--- src/rtl/pwdm_pkg.sv ---
// Shared constants for the pulse width meter.
// Assumes exactly two channels: index 0 measures high time, index 1 low time.
package pwdm_pkg;
    localparam int NUM_CH  = 2;
    localparam int CH_HIGH = 0;
    localparam int CH_LOW  = 1;
endpackage

--- src/rtl/pwdm_sync.sv ---
// Input resynchroniser with edge detection.
// Assumes din is asynchronous to clk; SYNC_STAGES >= 2.
// While en is clear the chain is flushed to 0, so enabling never sees a stale edge.
module pwdm_sync #(
    parameter int SYNC_STAGES = 2
) (
    input  logic clk,
    input  logic rst_n,
    input  logic en,
    input  logic din,
    output logic level,
    output logic rise,
    output logic fall
);
    logic [SYNC_STAGES-1:0] chain;
    logic                   level_q;

    // shift the input through the synchroniser flops
    always_ff @(posedge clk) begin
        if (!rst_n || !en) chain <= '0;
        else               chain <= {chain[SYNC_STAGES-2:0], din};
    end

    // remember the previous synchronised level for edge detection
    always_ff @(posedge clk) begin
        if (!rst_n || !en) level_q <= 1'b0;
        else               level_q <= chain[SYNC_STAGES-1];
    end

    assign level = chain[SYNC_STAGES-1];
    assign rise  = level & ~level_q;
    assign fall  = ~level & level_q;
endmodule

--- src/rtl/pwdm_chan.sv ---
// One gated, prescaled, saturating width counter with a capture register.
// Assumes close is asserted only while gate is low (gate has just ended).
// It counts one tick for every PRESCALE consecutive clocks with gate high.
module pwdm_chan #(
    parameter int CNT_W    = 16,
    parameter int PRESCALE = 4
) (
    input  logic             clk,
    input  logic             rst_n,
    input  logic             en,
    input  logic             gate,
    input  logic             close,
    output logic [CNT_W-1:0] width,
    output logic             ovf
);
    localparam int               PW       = (PRESCALE > 1) ? $clog2(PRESCALE) : 1;
    localparam logic [PW-1:0]    PRE_LAST = PW'(PRESCALE - 1);
    localparam logic [CNT_W-1:0] CNT_MAX  = '1;

    logic [PW-1:0]    pre;
    logic [CNT_W-1:0] run;
    logic             run_ovf;

    // prescale, count while gated, saturate, and capture on close
    always_ff @(posedge clk) begin
        if (!rst_n || !en) begin
            pre     <= '0;
            run     <= '0;
            run_ovf <= 1'b0;
            width   <= '0;
            ovf     <= 1'b0;
        end else if (close) begin
            width   <= run;
            ovf     <= run_ovf;
            run     <= '0;
            run_ovf <= 1'b0;
            pre     <= '0;
        end else if (gate) begin
            if (pre == PRE_LAST) begin
                pre <= '0;
                if (run == CNT_MAX) run_ovf <= 1'b1;
                else                run     <= run + 1'b1;
            end else begin
                pre <= pre + 1'b1;
            end
        end else begin
            pre <= '0;
        end
    end
endmodule

--- src/rtl/pulse_width_meter.sv ---
// Top level: one input feeds a high-time channel and a low-time channel of
// opposite polarity, plus one interrupt request per input edge direction.
// Assumes a synchronous active-low reset and an asynchronous pwd_in.
module pulse_width_meter #(
    parameter int CNT_W       = 16,
    parameter int PRESCALE    = 4,
    parameter int SYNC_STAGES = 2
) (
    input  logic             clk,
    input  logic             rst_n,
    input  logic             pwd_en,
    input  logic             pwd_in,
    output logic [CNT_W-1:0] hi_width,
    output logic [CNT_W-1:0] lo_width,
    output logic             hi_ovf,
    output logic             lo_ovf,
    output logic             hi_irq,
    output logic             lo_irq
);
    import pwdm_pkg::*;

    logic                          level, rise, fall;
    logic [NUM_CH-1:0]             gate, close, ovf_v, irq_q;
    logic [NUM_CH-1:0][CNT_W-1:0]  width_v;

    pwdm_sync #(.SYNC_STAGES(SYNC_STAGES)) sync_i (
        .clk(clk), .rst_n(rst_n), .en(pwd_en), .din(pwd_in),
        .level(level), .rise(rise), .fall(fall)
    );

    // the true level gates the high channel, the inverted level gates the low one
    assign gate[CH_HIGH]  = level;
    assign close[CH_HIGH] = fall;
    assign gate[CH_LOW]   = ~level;
    assign close[CH_LOW]  = rise;

    for (genvar c = 0; c < NUM_CH; c++) begin : g_ch
        pwdm_chan #(.CNT_W(CNT_W), .PRESCALE(PRESCALE)) chan_i (
            .clk(clk), .rst_n(rst_n), .en(pwd_en),
            .gate(gate[c]), .close(close[c]),
            .width(width_v[c]), .ovf(ovf_v[c])
        );
    end

    // one-clock requests on a rising edge of each channel's driving signal
    always_ff @(posedge clk) begin
        if (!rst_n || !pwd_en) irq_q <= '0;
        else                   irq_q <= {fall, rise};
    end

    assign hi_width = width_v[CH_HIGH];
    assign lo_width = width_v[CH_LOW];
    assign hi_ovf   = ovf_v[CH_HIGH];
    assign lo_ovf   = ovf_v[CH_LOW];
    assign hi_irq   = irq_q[CH_HIGH];
    assign lo_irq   = irq_q[CH_LOW];
endmodule

--- config.mk ---
export PLATFORM = sky130hd
export DESIGN_NAME = pulse_width_meter
export DESIGN_NICKNAME = d
export VERILOG_FILES = /design/src/rtl/pwdm_pkg.sv /design/src/rtl/pwdm_sync.sv /design/src/rtl/pwdm_chan.sv /design/src/rtl/pulse_width_meter.sv
export SDC_FILE = /design/constraint.sdc
export NUM_CORES = 1
export LEC_CHECK = 0
export BUFFER_PORTS_ARGS = -buffer_cell sky130_fd_sc_hd__buf_2
export CORE_UTILIZATION = 56
export CTS_CLUSTER_SIZE = 20
export DETAILED_ROUTE_END_ITERATION = 8
export PLACE_DENSITY = 0.77
export SKIP_CTS_REPAIR_TIMING = 1
export SYNTH_ARGS = -nofsm -noshare
export SYNTH_HDL_FRONTEND = slang
export SYNTH_SLANG_ARGS = --single-unit
--- constraint.sdc ---
create_clock -name clk -period 1.9 [get_ports clk]
set_input_delay 0.285 -clock clk [delete_from_list [all_inputs] [get_ports clk]]
set_output_delay 0.285 -clock clk [all_outputs]
set_load 0.005 [all_outputs]
==> results of run 1 <==
==> registers in the layout, summed over array words and instances, names as in the netlist <==
name and count:
g_ch.chan_i.run 32, g_ch.chan_i.width 32, g_ch.chan_i.pre 4, g_ch.chan_i.ovf 2, g_ch.chan_i.run_ovf 2, irq_q 2, sync_i.chain 2, sync_i.level_q 1
==> layout by cell type, fill, tap and decap left out, types with 3 or more instances in the layout <==
cell,n
sky130_fd_sc_hd__a21oi_1,25
sky130_fd_sc_hd__or4_1,13
sky130_fd_sc_hd__clkbuf_8,13
sky130_fd_sc_hd__ha_1,3
sky130_fd_sc_hd__nand2_1,22
sky130_fd_sc_hd__or3_1,13
sky130_fd_sc_hd__nor2_1,9
sky130_fd_sc_hd__nor4_1,3
sky130_fd_sc_hd__buf_4,19
sky130_fd_sc_hd__nand4_1,10
sky130_fd_sc_hd__dfxtp_1,76
sky130_fd_sc_hd__o31ai_1,13
sky130_fd_sc_hd__and3_1,7
sky130_fd_sc_hd__a22o_1,34
sky130_fd_sc_hd__nor2b_1,3
sky130_fd_sc_hd__inv_1,3
sky130_fd_sc_hd__nand3_1,8
sky130_fd_sc_hd__o21ai_0,12
sky130_fd_sc_hd__o211ai_1,5
sky130_fd_sc_hd__nor3_1,6
sky130_fd_sc_hd__buf_2,39
sky130_fd_sc_hd__and4_1,5
==> worst max-delay path, delay by kind of cell, from the launching register on <==
kind / cells / cell delay, ns
AND/OR/NAND/NOR: 3 / 1.10
AO/OA/AOI/OAI: 1 / 0.15
flip-flops: 1 / 0.49
==> area by class of cell <==
class,count,area share
clock buffer,13,0.0488
clock inverter,3,0.0177
inverter,3,0.00307
multi-input combinational,216,0.394
sequential,77,0.421
tap,70,0.0239
timing repair buffer,58,0.0921
==> kinds of logic (layout without fill, tap and decap cells) <==
logic type                 Yosys count  after routing  share of synthesized area
DFF                                 77             77                      0.506
buffers and inverters               17             77                     0.0234
adders and majority gates            4              4                     0.0164
and+or+nand+nor                    112            112                      0.219
muxes                                1              1                    0.00329
AOI/OAI and AO/OA                   99             99                      0.232
==> per-layer routing <==
metal  vias to the layer above  share of wire  GRT usage
met2                        68           0.44      0.377
met3                        10          0.047     0.0794
met4                         0          0.016      0.113
met5                         -              0          0
met1                      1249           0.50      0.347
li1                       1327              -          -
==> report_power, final <==
part / switching (mW) / internal (mW)
Sequential: 0.00239 / 1.62
Combinational: 0.0356 / 0.0132
Clock: 0.584 / 0.881
Total: 0.622 / 2.51
==> path summary, 6_finish.rpt <==
path / from / end / slack, ns / cells after the start
worst min-delay path: pwd_in / sync_i.chain[0] / 0.17 / 2
worst min register to register: g_ch[1].chan_i.pre[0] / g_ch[1].chan_i.pre[0] / 0.43 / 1
worst max register to register: g_ch[0].chan_i.run[2] / g_ch[0].chan_i.run[11] / 0.10 / 4
worst max-delay path: g_ch[0].chan_i.run[2] / g_ch[0].chan_i.run[11] / 0.10 / 4
==> metrics by stage <==
step	area [sq um]	power (mW)	util
after floorplan	3040	1.69	-
after global placement	3410	1.70	0.659
after detailed placement	3410	1.70	0.659
after CTS	3650	3.16	0.706
after global routing	3670	3.21	0.709
final	3670	3.13	0.709
==> qor.json, run 1 <==
{
  "synthesis": {
    "yosys_register_bits": 77,
    "netlist.area_leader.share": 0.506,
    "synth_most_common_cell": "sky130_fd_sc_hd__dfxtp_1",
    "avgSynthCellArea_sq_um": 9.82,
    "synth_async_sr_flop_share": 0,
    "syn-instance-count": 310,
    "synth_cell_type_count": 40,
    "synth_ff_type": "sky130_fd_sc_hd__dfxtp_1",
    "synthDominantAreaCellType": "sky130_fd_sc_hd__dfxtp_1",
    "sequential_to_total_area_share_from_yosys_stat": 0.506,
    "syn_area_sq_mm": 0.00304,
    "synth_common_cells": "sky130_fd_sc_hd__dfxtp_1, sky130_fd_sc_hd__a22o_1, sky130_fd_sc_hd__a21oi_1",
    "synthTopCellsByArea": "sky130_fd_sc_hd__dfxtp_1, sky130_fd_sc_hd__a22o_1, sky130_fd_sc_hd__a21oi_1",
    "synth.yosys.warnings": 0,
    "synth.net_count": 318,
    "post_synth_edffs": 0
  },
  "clock_tree": {
    "cts_num_sinks": 77,
    "htree_levels": 3,
    "clk-insertion-delay-late_ns": 0.35,
    "clock_tree.root_cell": "sky130_fd_sc_hd__clkbuf_8",
    "cts.path.max_buffers": 2,
    "clk_pin_slew_worst_paths_ns": 0.08,
    "cts_made_buffers": 9,
    "tritoncts": "built"
  },
  "job": {
    "max-cap-violations": 0
  },
  "detailed_routing": {
    "drt-total-wl_um": 6670,
    "firstDrtPassIters": 4,
    "routed-via-count": 2654,
    "vias_per_cell": 6.03,
    "initialDrtViolationCount": 165,
    "post-route-drc-count": 0,
    "wl_per_cell_um": 15.2,
    "antenna_left": 0
  },
  "floorplanning": {
    "die_y_um": 75.7,
    "core_area_sq_mm": 0.00517,
    "initial_utilization": 0.589,
    "number_of_primary_i_o_pins": 40,
    "die_ar_sq_mm": 0.00574,
    "die-width_um": 75.7,
    "row_count": 26
  },
  "cells_and_area": {
    "insertedDiodeCount": 0,
    "drive_above_1_share": 0.219,
    "synthesis_to_finish_area_growth_pct": 20.5,
    "sequential_cell_area_sq_mm": 0.00154,
    "nets": 373,
    "fillCellCount": 371,
    "multiInputGateArea_sq_mm": 0.00145,
    "layout.cells.non_filler": 440
  },
  "timing": {
    "period_share": 0.946,
    "setup_viol": 0,
    "final_hold_viol_count": 0,
    "final-max-slew-violation-count": 0,
    "clock_skew_after_layout_ns": 0.00568,
    "slew_headroom": 0.670,
    "fmax_achieved_ghz": 0.556,
    "whs_ns": 0.173,
    "layout_setup_ws_ns": 0.103,
    "layout_min_cycle_time_ns": 1.80,
    "grt_setup_unrepaired": "no",
    "worstMarginPinSlew_ns": 0.491,
    "final.setup.tns_ns": 0
  },
  "grt": {
    "overflow": 0,
    "grtUsageTotal": 0.256,
    "maximum_number_of_pins_on_one_net_before_global_route_repair": 23,
    "grt_antenna_before_repair": 0,
    "number_of_global_route_vias_before_repair": 2281,
    "wire_length_of_the_first_global_routing_pass_um": 10800
  },
  "place": {
    "place_hpwl_um": 4520,
    "detailedPlace.worstSlack_ns": 0.0692,
    "port_buf_inserts": 39,
    "dpl.cell_count": 424,
    "routabilityCongestion": 0.857
  },
  "status": {
    "run_status": "finished, final reports clean"
  },
  "power_and_ir_drop": {
    "total_leakage_power_nw": 1.43,
    "power.density_mw_per_mm2": 854,
    "ir_worst_vdd_mv": 0.541
  },
  "setup_path": {
    "critical_path.cell_chain": "and4_1, or3b_1, or4_1, a21oi_1",
    "worstSetupStartpointType": "flop",
    "timing.critical_path.slowest_stage_cell": "sky130_fd_sc_hd__dfxtp_1",
    "worstPathRequired_ns": 2.19,
    "worst-path-max-fanout": 8,
    "worstSetupPathType": "flop to flop",
    "worstSetupEndpointType": "flop",
    "worst_ep_arrival_time_ns": 2.09,
    "timing.critical_path.slowest_cell_delay_ns": 0.49
  },
  "min_path": {
    "timing.hold.worst.class": "input port to flop"
  }
}
No activity file was read; power rests on OpenSTA's default activity.
==> run 2: changes to the inputs <==
--- a/config.mk
+++ b/config.mk
@@ -6,10 +6,10 @@
 export NUM_CORES = 1
 export LEC_CHECK = 0
 export BUFFER_PORTS_ARGS = -buffer_cell sky130_fd_sc_hd__buf_2
-export CORE_UTILIZATION = 56
+export CORE_UTILIZATION = 28
 export CTS_CLUSTER_SIZE = 20
 export DETAILED_ROUTE_END_ITERATION = 8
-export PLACE_DENSITY = 0.77
+export PLACE_DENSITY = 0.44
 export SKIP_CTS_REPAIR_TIMING = 1
 export SYNTH_ARGS = -nofsm -noshare
 export SYNTH_HDL_FRONTEND = slang
==> qor.json, run 2 (synthesized netlist as in run 1, its figures left out) <==
{
  "setup_path": {
    "worstPathRequired": {"value": 2.17, "unit": "ns", "change": "-0.02 ns"},
    "worst_ep_arrival_time": {"value": 2.06, "unit": "ns", "change": "-0.03 ns"},
    "worst-path-max-fanout": {"value": 7, "change": "-1"},
    "worstSetupEndpointType": "flop",
    "critical_path.cell_chain": "and4_1, or3b_1, or4_1, a21oi_1",
    "timing.critical_path.slowest_cell_delay": {"value": 0.48, "unit": "ns", "change": "about the same"},
    "worstSetupPathType": "flop to flop",
    "timing.critical_path.slowest_stage_cell": "sky130_fd_sc_hd__dfxtp_1",
    "worstSetupStartpointType": "flop"
  },
  "job": {
    "max-cap-violations": {"value": 0, "change": "unchanged"}
  },
  "timing": {
    "final.setup.tns": {"value": 0, "unit": "ns", "change": "unchanged"},
    "final_hold_viol_count": {"value": 0, "change": "unchanged"},
    "worstMarginPinSlew": {"value": 0.466, "unit": "ns", "change": "-0.0247 ns"},
    "grt_setup_unrepaired": "no",
    "period_share": {"value": 0.943, "change": "-0.00326"},
    "final-max-slew-violation-count": {"value": 0, "change": "unchanged"},
    "layout_min_cycle_time": {"value": 1.79, "unit": "ns", "change": "-0.00620 ns"},
    "setup_viol": {"value": 0, "change": "unchanged"},
    "clock_skew_after_layout": {"value": 0.0124, "unit": "ns", "change": "+0.00669 ns"},
    "fmax_achieved": {"value": 0.558, "unit": "GHz", "change": "+0.35%"},
    "slew_headroom": {"value": 0.686, "change": "+0.0160"}
  },
  "detailed_routing": {
    "initialDrtViolationCount": {"value": 101, "change": "-39%"},
    "routed-via-count": {"value": 2620, "change": "-1.3%"},
    "antenna_left": {"value": 0, "change": "unchanged"},
    "wl_per_cell": {"value": 14.0, "unit": "um", "change": "-7.6%"},
    "firstDrtPassIters": {"value": 4, "change": "unchanged"},
    "drt-total-wl": {"value": 7150, "unit": "um", "change": "+7.3%"},
    "post-route-drc-count": {"value": 0, "change": "unchanged"},
    "vias_per_cell": {"value": 5.13, "change": "-15%"}
  },
  "clock_tree": {
    "tritoncts": "built",
    "htree_levels": {"value": 3, "change": "unchanged"},
    "clk_pin_slew_worst_paths": {"value": 0.08, "unit": "ns", "change": "about the same"},
    "cts_made_buffers": {"value": 9, "change": "unchanged"},
    "clock_tree.root_cell": "sky130_fd_sc_hd__clkbuf_8",
    "clk-insertion-delay-late": {"value": 0.35, "unit": "ns", "change": "about the same"},
    "cts_num_sinks": {"value": 77, "change": "unchanged"},
    "cts.path.max_buffers": {"value": 2, "change": "unchanged"}
  },
  "cells_and_area": {
    "insertedDiodeCount": {"value": 0, "change": "unchanged"},
    "drive_above_1_share": {"value": 0.232, "change": "+0.0131"},
    "highest_count_cells_in_the_layout_ignoring_fill_and_taps": "sky130_fd_sc_hd__dfxtp_1, sky130_fd_sc_hd__buf_2, sky130_fd_sc_hd__a22o_1, sky130_fd_sc_hd__a21oi_1, sky130_fd_sc_hd__buf_4",
    "biggestRegsByFlops": "g_ch.chan_i.run: 32 flops, g_ch.chan_i.width: 32 flops, g_ch.chan_i.pre: 4 flops",
    "fillCellCount": {"value": 1060, "change": "+190%"},
    "layout.cells.most_common": "sky130_fd_sc_hd__dfxtp_1",
    "nets": {"value": 378, "change": "+1.3%"},
    "synthesis_to_finish_area_growth_pct": 23.5
  },
  "floorplanning": {
    "die_ar": {"value": 0.0113, "unit": "sq mm", "change": "+97%"},
    "core_area": {"value": 0.0104, "unit": "sq mm", "change": "+100%"},
    "die-width": {"value": 106, "unit": "um", "change": "+40%"},
    "initial_utilization": {"value": 0.292, "change": "-0.296"},
    "number_of_primary_i_o_pins": {"value": 40, "change": "unchanged"},
    "row_count": {"value": 37, "change": "+42%"},
    "die_y": {"value": 106, "unit": "um", "change": "+40%"}
  },
  "grt": {
    "grtUsageTotal": {"value": 0.136, "change": "-0.120"},
    "wire_length_of_the_first_global_routing_pass": {"value": 12100, "unit": "um", "change": "+12%"},
    "overflow": {"value": 0, "change": "unchanged"},
    "maximum_number_of_pins_on_one_net_before_global_route_repair": {"value": 23, "change": "unchanged"},
    "grt_antenna_before_repair": {"value": 0, "change": "unchanged"},
    "number_of_global_route_vias_before_repair": {"value": 2402, "change": "+5.3%"}
  },
  "status": {
    "run_status": "finished, final reports clean"
  },
  "power_and_ir_drop": {
    "total_leakage_power": {"value": 1.43, "unit": "nW", "change": "-0.18%"},
    "ir_worst_vdd": {"value": 0.316, "unit": "mV", "change": "-42%"},
    "power.total": {"value": 2.95, "unit": "mW", "change": "-5.7%"},
    "power.density": {"value": 786, "unit": "mW/mm^2", "change": "-8.0%"}
  },
  "min_path": {
    "timing.hold.worst.class": "input port to flop"
  },
  "place": {
    "place_hpwl": {"value": 5150, "unit": "um", "change": "+14%"},
    "port_buf_inserts": {"value": 39, "change": "unchanged"},
    "routabilityCongestion": {"value": 0.723, "change": "-16%"}
  }
}
-- run 2: changes by cell type in the layout (fill, tap and decap cells not counted), sizes merged --
cell	previous run	this run
buf	58	63
bufinv	2	1
clkbuf	13	9
clkinv	1	2
clkinvlp	0	2
inv	3	5
-- run 2: per-stage QoR --
stage          cell area (sq um)  hold slack (ns)  setup slack (ns)   util  instances
2_1_floorplan               3040            0.404             0.222      -        310
3_3_place_gp                3540            0.413             0.119  0.340        495
3_5_place_dp                3540            0.417            0.0780  0.340        495
4_1_cts                     3750            0.159            0.0564  0.360        511
5_1_grt                     3760            0.175           0.00108  0.361        511
6_report                    3760            0.175             0.109  0.361        511
-- run 2: critical path, delay by kind of cell, from the launching register on --
family / cells / cell delay [ns]
AOI/OAI and AO/OA: 1 / 0.15
DFF: 1 / 0.48
and+or+nand+nor: 3 / 1.09
-- run 2: final cells by class --
| class | instances | area, sq um | area share |
|---|---|---|---|
| tap | 136 | 170 | 0.0453 |
| multi-input combinational | 216 | 1440 | 0.383 |
| sequential | 77 | 1540 | 0.411 |
| inverter | 3 | 11.3 | 0.00300 |
| clock inverter | 7 | 82.6 | 0.0220 |
| timing repair buffer | 63 | 388 | 0.103 |
| clock buffer | 9 | 124 | 0.0329 |
-- run 2: worst paths after layout --
kind	startpoint	to	slack, ns	cells past startpoint
max	g_ch[0].chan_i.run[3]	g_ch[0].chan_i.run[11]	0.11	4
min	pwd_in	sync_i.chain[0]	0.18	2
max reg2reg	g_ch[0].chan_i.run[3]	g_ch[0].chan_i.run[11]	0.11	4
min reg2reg	g_ch[0].chan_i.pre[0]	g_ch[0].chan_i.pre[0]	0.43	1
-- run 2: power by group --
part | switching, mW | internal, mW | total [mW]
clock network | 0.658 | 0.625 | 1.28
registers | 0.00252 | 1.62 | 1.62
logic | 0.0363 | 0.0171 | 0.0535
-- run 2: metal layers --
layer / track usage / wire [um] / vias to the layer above
li1: - / - / 1341
met2: 0.192 / 2910 / 39
met1: 0.200 / 3930 / 1230
met3: 0.0258 / 206 / 10
met4: 0.0595 / 114 / 0
met5: 0 / 0 / -
==> run 3: changes to the inputs <==
--- a/config.mk
+++ b/config.mk
@@ -6,10 +6,11 @@
 export NUM_CORES = 1
 export LEC_CHECK = 0
 export BUFFER_PORTS_ARGS = -buffer_cell sky130_fd_sc_hd__buf_2
-export CORE_UTILIZATION = 28
+export CAP_MARGIN = 20
+export CORE_UTILIZATION = 40
 export CTS_CLUSTER_SIZE = 20
 export DETAILED_ROUTE_END_ITERATION = 8
-export PLACE_DENSITY = 0.44
+export PLACE_DENSITY = 0.58
 export SKIP_CTS_REPAIR_TIMING = 1
 export SYNTH_ARGS = -nofsm -noshare
 export SYNTH_HDL_FRONTEND = slang
==> qor.json, run 3 (synthesized netlist as in run 1, its figures left out) <==
{
  "status": {
    "run_status": "finished, final reports clean"
  },
  "clock_tree": {
    "cts.path.max_buffers": {"value": 2, "change": "unchanged"},
    "clk-insertion-delay-late": {"value": 0.35, "unit": "ns", "change": "about the same"},
    "clk_pin_slew_worst_paths": {"value": 0.08, "unit": "ns", "change": "about the same"},
    "tritoncts": "built",
    "clock_tree.root_cell": "sky130_fd_sc_hd__clkbuf_8",
    "cts_made_buffers": {"value": 9, "change": "unchanged"},
    "cts_num_sinks": {"value": 77, "change": "unchanged"},
    "htree_levels": {"value": 3, "change": "unchanged"}
  },
  "timing": {
    "grt_setup_unrepaired": "no",
    "fmax_achieved": {"value": 0.560, "unit": "GHz", "change": "+0.32%"},
    "layout_min_cycle_time": {"value": 1.79, "unit": "ns", "change": "-0.00565 ns"},
    "final_hold_viol_count": {"value": 0, "change": "unchanged"},
    "final-max-slew-violation-count": {"value": 0, "change": "unchanged"},
    "setup_viol": {"value": 0, "change": "unchanged"},
    "slew_headroom": {"value": 0.686, "change": "about the same"},
    "final.setup.tns": {"value": 0, "unit": "ns", "change": "unchanged"},
    "clock_skew_after_layout": {"value": 0.00933, "unit": "ns", "change": "-0.00304 ns"},
    "worstMarginPinSlew": {"value": 0.468, "unit": "ns", "change": "+0.00161 ns"},
    "whs": {"value": 0.182, "unit": "ns", "change": "+0.00691 ns"},
    "period_share": {"value": 0.940, "change": "-0.00297"}
  },
  "floorplanning": {
    "die_y": {"value": 89.2, "unit": "um", "change": "-16%"},
    "core_area": {"value": 0.00729, "unit": "sq mm", "change": "-30%"},
    "die-width": {"value": 89.2, "unit": "um", "change": "-16%"},
    "initial_utilization": {"value": 0.417, "change": "+0.125"},
    "number_of_primary_i_o_pins": {"value": 40, "change": "unchanged"},
    "die_ar": {"value": 0.00796, "unit": "sq mm", "change": "-29%"},
    "row_count": {"value": 31, "change": "-16%"}
  },
  "cells_and_area": {
    "drive_above_1_share": {"value": 0.218, "change": "-0.0143"},
    "final_instance_area": {"value": 0.00369, "unit": "sq mm", "change": "-2.0%"},
    "layout.cells.most_common": "sky130_fd_sc_hd__dfxtp_1",
    "biggestRegsByFlops": "g_ch.chan_i.run: 32 flops, g_ch.chan_i.width: 32 flops, g_ch.chan_i.pre: 4 flops",
    "highest_count_cells_in_the_layout_ignoring_fill_and_taps": "sky130_fd_sc_hd__dfxtp_1, sky130_fd_sc_hd__buf_2, sky130_fd_sc_hd__a22o_1, sky130_fd_sc_hd__a21oi_1, sky130_fd_sc_hd__nand2_1",
    "nets": {"value": 375, "change": "-0.79%"},
    "synthesis_to_finish_area_growth_pct": 21.1,
    "insertedDiodeCount": {"value": 0, "change": "unchanged"},
    "layout.cells.non_filler": {"value": 471, "change": "-7.8%"}
  },
  "grt": {
    "wire_length_of_the_first_global_routing_pass": {"value": 11100, "unit": "um", "change": "-8.3%"},
    "maximum_number_of_pins_on_one_net_before_global_route_repair": {"value": 23, "change": "unchanged"},
    "grtUsageTotal": {"value": 0.183, "change": "+0.0471"},
    "number_of_global_route_vias_before_repair": {"value": 2182, "change": "-9.2%"},
    "overflow": {"value": 0, "change": "unchanged"},
    "grt_antenna_before_repair": {"value": 0, "change": "unchanged"}
  },
  "job": {
    "max-cap-violations": {"value": 0, "change": "unchanged"}
  },
  "setup_path": {
    "worstPathRequired": {"value": 2.18, "unit": "ns", "change": "about the same"},
    "timing.reg2reg.setup_slack": {"value": 0.11, "unit": "ns", "change": "about the same"},
    "worstSetupPathType": "flop to flop",
    "worstSetupEndpointType": "flop",
    "worst_ep_arrival_time": {"value": 2.07, "unit": "ns", "change": "about the same"},
    "worstSetupStartpointType": "flop",
    "worst-path-max-fanout": {"value": 8, "change": "+1"}
  },
  "detailed_routing": {
    "antenna_left": {"value": 0, "change": "unchanged"},
    "post-route-drc-count": {"value": 0, "change": "unchanged"},
    "wl_met2": {"value": 2850, "unit": "um", "change": "-1.9%"},
    "met3_length": {"value": 242, "unit": "um", "change": "+17%"},
    "m1WireLength": {"value": 3530, "unit": "um", "change": "-10%"},
    "top_layer": "met4",
    "vias_per_cell": {"value": 5.56, "change": "+8.4%"},
    "wl_per_cell": {"value": 14.2, "unit": "um", "change": "+1.5%"},
    "routed-via-count": {"value": 2617, "change": "-0.11%"},
    "firstDrtPassIters": {"value": 4, "change": "unchanged"},
    "initialDrtViolationCount": {"value": 122, "change": "+21%"},
    "drt-total-wl": {"value": 6690, "unit": "um", "change": "-6.4%"}
  },
  "power_and_ir_drop": {
    "power.density": {"value": 792, "unit": "mW/mm^2", "change": "+0.84%"},
    "total_leakage_power": {"value": 1.42, "unit": "nW", "change": "-0.92%"},
    "power.total": {"value": 2.92, "unit": "mW", "change": "-1.1%"},
    "ir_worst_vdd": {"value": 0.437, "unit": "mV", "change": "+38%"}
  },
  "place": {
    "place_hpwl": {"value": 4600, "unit": "um", "change": "-11%"},
    "placed_cell_area": {"value": 0.00347, "unit": "sq mm", "change": "-2.2%"},
    "port_buf_inserts": {"value": 39, "change": "unchanged"},
    "dpl.cell_count": {"value": 454, "change": "-8.3%"},
    "routabilityCongestion": {"value": 0.813, "change": "+12%"}
  },
  "min_path": {
    "timing.hold.worst.class": "input port to flop"
  }
}
## run 3: critical path: stages (launching register included)
cell and delay, ns:
sky130_fd_sc_hd__dfxtp_1 0.49, sky130_fd_sc_hd__and4_1 0.31, sky130_fd_sc_hd__or3b_1 0.38, sky130_fd_sc_hd__or4_1 0.40, sky130_fd_sc_hd__a21oi_1 0.14
## run 3: final timing paths
path	startpoint	end	cells after the start
worst min register to register	g_ch[0].chan_i.pre[0]	g_ch[0].chan_i.pre[0]	1
worst max register to register	g_ch[0].chan_i.run[2]	g_ch[0].chan_i.run[11]	4
worst min-delay path	pwd_in	sync_i.chain[0]	2
worst max-delay path	g_ch[0].chan_i.run[2]	g_ch[0].chan_i.run[11]	4
## run 3: layout make-up
cell class                 instances  area [sq um]
clock buffer                      11           141
clock inverter                     5          58.8
fill                             703          3610
inverter                           3          11.3
multi-input combinational        216          1440
sequential                        77          1540
tap                               99           124
timing repair buffer              60           365
## run 3: per-stage QoR
step,util,setup slack [ns]
2_1_floorplan,-,0.222
3_3_place_gp,0.475,0.155
3_5_place_dp,0.475,0.0941
4_1_cts,0.503,0.0794
5_1_grt,0.505,0.0135
6_report,0.505,0.115
## run 3: power breakdown
group	total (mW)	switching, mW	internal, mW
logic	0.0520	0.0350	0.0170
registers	1.62	0.00255	1.62
clock network	1.25	0.605	0.646
## run 3: per-layer routing
| layer | GRT usage | vias up |
|---|---|---|
| li1 | - | 1333 |
| met1 | 0.263 | 1225 |
| met2 | 0.265 | 53 |
| met3 | 0.0563 | 6 |
| met4 | 0.0519 | 0 |
| met5 | 0 | - |
